File: src/rtl/wdw_pkg.sv
package wdw_pkg;
  typedef enum logic [1:0] {
    CAUSE_NONE  = 2'b00,
    CAUSE_EARLY = 2'b01,
    CAUSE_LATE  = 2'b10
  } cause_e;
endpackage

File: src/rtl/wdw_strobe_sync.sv
// Synchronizes the asynchronous strobe and reports its falling edges.
module wdw_strobe_sync #(
  parameter int SYNC_STAGES = 2
) (
  input  logic clk,
  input  logic rst,
  input  logic strobe_i,
  output logic fall_o
);
  logic [SYNC_STAGES-1:0] stage_q;
  logic                   last_q;

  genvar g;
  generate
    for (g = 0; g < SYNC_STAGES; g++) begin : g_stage
      if (g == 0) begin : g_first
        always_ff @(posedge clk) begin
          if (rst) stage_q[0] <= 1'b0;
          else     stage_q[0] <= strobe_i;
        end
      end else begin : g_next
        always_ff @(posedge clk) begin
          if (rst) stage_q[g] <= 1'b0;
          else     stage_q[g] <= stage_q[g-1];
        end
      end
    end
  endgenerate

  always_ff @(posedge clk) begin
    if (rst) last_q <= 1'b0;
    else     last_q <= stage_q[SYNC_STAGES-1];
  end

  // Falling edge: high one cycle ago, low now.
  assign fall_o = last_q & ~stage_q[SYNC_STAGES-1];
endmodule

File: src/rtl/wdw_tick_gen.sv
// Prescaler: one tick every CLK_PER_TICK cycles, restartable.
module wdw_tick_gen #(
  parameter int CLK_PER_TICK = 50000
) (
  input  logic clk,
  input  logic rst,
  input  logic run,
  input  logic restart,
  output logic tick_o
);
  localparam int CW = (CLK_PER_TICK > 1) ? $clog2(CLK_PER_TICK) : 1;
  localparam logic [CW-1:0] LAST = CW'(CLK_PER_TICK - 1);

  logic [CW-1:0] cnt_q;

  assign tick_o = run && !restart && (cnt_q == LAST);

  always_ff @(posedge clk) begin
    if (rst || restart) begin
      cnt_q <= '0;
    end else if (run) begin
      if (cnt_q == LAST) cnt_q <= '0;
      else               cnt_q <= cnt_q + CW'(1);
    end
  end
endmodule

File: src/rtl/wdw_interval.sv
// Counts ticks since the last accepted falling edge and judges the window.
module wdw_interval #(
  parameter int MIN_TICKS = 18,
  parameter int MAX_TICKS = 34,
  parameter int EW        = $clog2(MAX_TICKS + 1)
) (
  input  logic          clk,
  input  logic          rst,
  input  logic          run,
  input  logic          fall,
  input  logic          tick,
  output logic [EW-1:0] elapsed_o,
  output logic          early_o,
  output logic          late_o
);
  localparam logic [EW-1:0] MIN_E  = EW'(MIN_TICKS);
  localparam logic [EW-1:0] LAST_E = EW'(MAX_TICKS - 1);

  logic [EW-1:0] elapsed_q;

  assign elapsed_o = elapsed_q;
  // Early: a falling edge before MIN full ticks.
  assign early_o = run && fall && (elapsed_q < MIN_E);
  // Late: the tick that would complete MAX ticks, with no edge this cycle.
  assign late_o  = run && !fall && tick && (elapsed_q == LAST_E);

  always_ff @(posedge clk) begin
    if (rst) begin
      elapsed_q <= '0;
    end else if (run) begin
      if (fall)      elapsed_q <= '0;
      else if (tick) elapsed_q <= elapsed_q + EW'(1);
    end
  end
endmodule

File: src/rtl/wdw_fault_latch.sv
// Captures the first fault and its cause; only reset clears it.
module wdw_fault_latch
  import wdw_pkg::*;
(
  input  logic   clk,
  input  logic   rst,
  input  logic   early,
  input  logic   late,
  output logic   failed_o,
  output logic   irq_o,
  output logic   disable_o,
  output cause_e cause_o
);
  always_ff @(posedge clk) begin
    if (rst) begin
      failed_o  <= 1'b0;
      irq_o     <= 1'b0;
      disable_o <= 1'b0;
      cause_o   <= CAUSE_NONE;
    end else if (!failed_o && (early || late)) begin
      failed_o  <= 1'b1;
      irq_o     <= 1'b1;
      disable_o <= 1'b1;
      cause_o   <= early ? CAUSE_EARLY : CAUSE_LATE;
    end
  end
endmodule

File: src/rtl/strobe_window_guard.sv
module strobe_window_guard #(
  parameter int CLK_PER_TICK = 50000,
  parameter int MIN_TICKS    = 18,
  parameter int MAX_TICKS    = 34,
  parameter int SYNC_STAGES  = 2
) (
  input  logic       clk,
  input  logic       rst,
  input  logic       strobe_i,
  output logic       irq_o,
  output logic       disable_o,
  output logic [1:0] cause_o
);
  import wdw_pkg::*;

  localparam int EW = $clog2(MAX_TICKS + 1);

  logic          strobe_fall;
  logic          tick;
  logic          failed;
  logic          run;
  logic          early;
  logic          late;
  logic [EW-1:0] elapsed_ticks;
  cause_e        cause;

  // Timing freezes once a fault is latched.
  assign run = ~failed;

  wdw_strobe_sync #(.SYNC_STAGES(SYNC_STAGES)) u_sync (
    .clk      (clk),
    .rst      (rst),
    .strobe_i (strobe_i),
    .fall_o   (strobe_fall)
  );

  wdw_tick_gen #(.CLK_PER_TICK(CLK_PER_TICK)) u_tick (
    .clk     (clk),
    .rst     (rst),
    .run     (run),
    .restart (strobe_fall),
    .tick_o  (tick)
  );

  wdw_interval #(
    .MIN_TICKS (MIN_TICKS),
    .MAX_TICKS (MAX_TICKS),
    .EW        (EW)
  ) u_intv (
    .clk       (clk),
    .rst       (rst),
    .run       (run),
    .fall      (strobe_fall),
    .tick      (tick),
    .elapsed_o (elapsed_ticks),
    .early_o   (early),
    .late_o    (late)
  );

  wdw_fault_latch u_latch (
    .clk       (clk),
    .rst       (rst),
    .early     (early),
    .late      (late),
    .failed_o  (failed),
    .irq_o     (irq_o),
    .disable_o (disable_o),
    .cause_o   (cause)
  );

  assign cause_o = cause;
endmodule

File: config.mk
export PLATFORM = sky130hd
export DESIGN_NAME = strobe_window_guard
export DESIGN_NICKNAME = d
export VERILOG_FILES = /design/src/rtl/wdw_pkg.sv /design/src/rtl/wdw_strobe_sync.sv /design/src/rtl/wdw_tick_gen.sv /design/src/rtl/wdw_interval.sv /design/src/rtl/wdw_fault_latch.sv /design/src/rtl/strobe_window_guard.sv
export SDC_FILE = /design/constraint.sdc
export NUM_CORES = 1
export LEC_CHECK = 0
export BUFFER_PORTS_ARGS = -buffer_cell sky130_fd_sc_hd__buf_2
export CAP_MARGIN = 10
export CORE_UTILIZATION = 59
export DETAILED_ROUTE_END_ITERATION = 10
export PLACE_DENSITY_LB_ADDON = 0.3
export SYNTH_ARGS = -nofsm -noshare
export SYNTH_HDL_FRONTEND = slang
export SYNTH_HIERARCHICAL = 1
export SYNTH_SLANG_ARGS = --single-unit
File: constraint.sdc
create_clock -name clk -period 3.1 [get_ports clk]
set_input_delay 0.93 -clock clk [delete_from_list [all_inputs] [get_ports clk]]
set_output_delay 0.93 -clock clk [all_outputs]
set_load 0.02 [all_outputs]
# Yosys cells after proc, flatten, opt, wreduce, memory -nomap -nowiden

Cells that the tools add are included.

Output and inout port bits: 4
Word-level logic and storage cells: 32
Bits in registers: 28
Input port bits: 3

Bitwise gates (word level): 3
Equality and inequality tests: 2
Reductions and logical operators: 13
$lt $le $gt $ge: 1
Add/sub/neg operators: 2
Multiplexer cells: 4

Operators with widths:

| kind                    | count |
|---|---|
| $add A16 B1 Y16 const B | 1 |
| $eq A16 B16 Y1 const B  | 1 |
| $mux W16                | 1 |
| $mux W6                 | 2 |
| $logic_and A1 B1 Y1     | 7 |
| $add A6 B1 Y6 const B   | 1 |
| $eq A6 B6 Y1 const B    | 1 |
| $lt A6 B5 Y1 const B    | 1 |
| $logic_not A1 Y1        | 2 |
| $logic_or A1 B1 Y1      | 2 |
| $mux W2                 | 1 |
| $not A1 Y1              | 2 |
| $reduce_and A2 Y1       | 1 |
| $reduce_bool A2 Y1      | 1 |
| $and A1 B1 Y1           | 1 |

# Logic depth before layout (Yosys ltp)

Depth after elaboration: 9
Mapped depth: 10
Gate-level depth less buffers: 8

# Modules after synthesis

The synthesis kept the hierarchy.

Modules (own cells, without submodules):

| module              | area an instance (sq um) | seq. area each (sq um) | instances | cells each |
|---|---|---|---|---|
| wdw_tick_gen        | 850.8                    | 320.3                  | 1         | 84 |
| wdw_interval        | 369.1                    | 120.1                  | 1         | 43 |
| wdw_fault_latch     | 126.4                    | 60.1                   | 1         | 13 |
| wdw_strobe_sync     | 87.6                     | 60.1                   | 1         | 7 |
| strobe_window_guard | 3.8                      | 0.0                    | 1         | 1 |

# Least setup slack after synthesis

No wires, ideal clock.

Kind: register to register
Start point: reg, netlist name u_latch/disable_o
End point: reg u_intv.elapsed_q[5] (netlist: u_intv/elapsed_o[5])
Setup slack: 720 ps
Data arrival time: 2306 ps
Required time: 3026 ps
Buffers on the path: 2
Library setup time: 74 ps
Cell stages (with the launch flop): 10
Period minus slack after synthesis: 2380 ps
Cell sequence: dfxtp_1 -> buf_4 -> inv_1 -> buf_4 -> and4_1 -> nand4_1 -> nor2_1 -> nand3_2 -> or4_1 -> a31oi_1

RTL lines:

| what                   | line               | source |
|---|---|---|
| end signal: assignment | wdw_interval.sv:32 | `else if (tick) elapsed_q <= elapsed_q + EW'(1);` |
| end: declaration       | wdw_interval.sv:19 | `logic [EW-1:0] elapsed_q;` |

==> reports/results.ini <==
[outcome]
status=completed

[min_path]
hp-class=register to register

[sta]
setup_viol=0
worst_slew_pin_slew_ns=0.508
finalClockSkew_ns=0.00860
relSlewSlack_pct=66.0
fmax_mhz=388
final_max_slew_viol_count=0
period_needed_ns=2.58
period_share_pct=83.2
finalHoldViolCount=0
tns_ns=0
hold_slack_ns=0.466
rsz0062_at_grt=no
setup_slack_ns=0.521

[floorplanning]
die-height_um=51.4
io_pins=7
die_width_um=51.4
rows=17
initial_core_util_pct=63.8
core_mm2=0.00225
die-area_mm2=0.00264

[synthesis]
synth.most_common_cell=dfxtp_1
synthFlopType=dfxtp_1
async_reset_ff_share_pct=0
mappedNetlistArea_mm2=0.00144
synth_area_leader_cell=dfxtp_1
ys_warn_count=6
ys_ff_latch=28
ys_seq_area_share_pct=39.0
yosys-top-cells-area=dfxtp_1 39%, xnor2_1 7.3%, nor2_1 5.2%, nor4_2 3.5%, nand4_4 3.0%
synth_top_cells_by_count=28 x dfxtp_1, 20 x nor2_1, 12 x xnor2_1, 8 x inv_1, 6 x nand2_1
synth-edff-count=0
yosysTopAreaCellShare_pct=39.0
synthesis.nets=154
syn_avg_cell_area_um2=9.71
synth_cell_types=47
synth_cells=148

[clock_tree]
clk_pin_slew_ns=0.15
numCtsBuffers=3
clkSinkCount=28
cts_tree=done
clkLatencyLatePin_ns=0.32
post_cts_buffers=0
cts_resized=0
htree_levels=1
cts_root_buf=clkbuf_4
cts_hold_repair.buffers=0
cts.path.max_buffers=2

[route]
wl_per_cell_um=12.9
totalWireLength_um=2340
vias=1039
via_per_inst=5.74
ant_nets=0
drt_pre_antenna_iters=4
route.detailed.drc=0
drt_iter0_drc=20

[critical_path]
arrival_ns=2.86
critPathMaxFanout=12
crit_path_end_kind=register
critical_path_class=register to register
crit_path_start_kind=register
crit_required_ns=3.38

[cells_and_area]
diodes=0
final_core_util_pct=66.1
fin_nets=160
syn_to_final_growth_pct=3.74
layout-drive-gt1-share_pct=17.0

[power_and_ir_drop]
ir_worst_vdd_mv=0.288
power_leakage_nw=0.546
power_w=0.000580
power.density_mw_per_mm2=389

[job]
cap_violations=0

[global_routing]
track_usage_pct=21.1
grt_pass1_vias=970
grt.overflow.total=0
antenna_found_initial=0
grt_pass1_wl_um=4220
grt_max_degree=16

[placed_design]
gp_congestion=0.882
place_hpwl_um=1720
io_buffer_count=6
place_worst_setup_slack_ns=0.546

## final timing paths
| check | slack (ns) | to | depth (start not counted) | start |
|---|---|---|---|---|
| worst max-delay path | 0.52 | u_latch/cause_o[1] | 8 | u_latch/disable_o |
| worst min-delay path | 0.47 | u_sync/stage_q[1] | 1 | u_sync/stage_q[0] |
| worst min register to register | 0.47 | u_sync/stage_q[1] | 1 | u_sync/stage_q[0] |
| worst max register to register | 0.52 | u_latch/cause_o[1] | 8 | u_latch/disable_o |
## kinds of logic after synthesis
kind of cell             after synthesis  synth area share, %
flip-flops                            28                 39.0
AND/OR/NAND/NOR                       71                 34.6
multiplexers                           2                 1.39
adder cells (fa/ha/maj)                3                 2.61
AO/OA/AOI/OAI                         16                 7.92
XOR/XNOR                              15                 9.14
buffers and inverters                 13                 5.40
## state kept, by name, summed over array words and instances, names as in the netlist
register and flops:
u_tick/cnt_q 16, u_intv/elapsed_o 6, u_sync/last_q 1, u_sync/stage_q 2, u_latch/disable_o 1, u_latch/cause_o 2
## worst max-delay path: stages (launching register included)
cell and delay (ns):
dfxtp_1 0.39, inv_1 0.34, and4_1 0.30, nand4_1 0.20, nor2_1 0.47, nand4b_1 0.14
nor4_1 0.28, nor2b_2 0.23, o221a_1 0.18
## cell usage in the layout (no fill, tap or decap), types with 2 or more instances in the layout
cell      instances
nand4_1           3
inv_1             8
a41oi_1           2
nand2b_1          3
a21oi_1           3
nand2_1           6
nor2b_1           4
ha_1              3
nor4_2            4
dfxtp_1          28
xor2_1            3
nor2_2            2
buf_2             6
clkbuf_4          3
nand3_2           2
mux2i_1           2
nand3_1           3
nor2_1           20
o21ai_0           4
nand4_4           2
nor3_1            5
xnor2_1          12
## layer usage
layer	up-vias	global-route usage, %	wire, um
li1	528	-	-
met1	481	29.7	1190
met5	-	0	0
met3	4	3.27	101
met4	0	9.01	18
met2	26	31.6	1040
## where the power goes
group          leakage, nW  internal [W]   total, W  switching, W
combinational        0.299     0.0000117  0.0000310     0.0000193
sequential           0.227      0.000367   0.000374    0.00000733
clock               0.0210     0.0000718   0.000175      0.000103
## final cells by class
type | count | area [um^2]
multi-input combinational | 107 | 800
fill | 193 | 763
sequential | 28 | 561
clock buffer | 4 | 36.3
tap | 28 | 35.0
timing repair buffer | 6 | 30.0
inverter | 8 | 30.0
## stage by stage
stage	instance area (um^2)	std cells
2_1_floorplan	1440	148
3_3_place_gp	1460	177
3_5_place_dp	1460	177
4_1_cts	1490	181
5_1_grt	1490	181
6_report	1490	181
(Power assumes the default switching activity.)
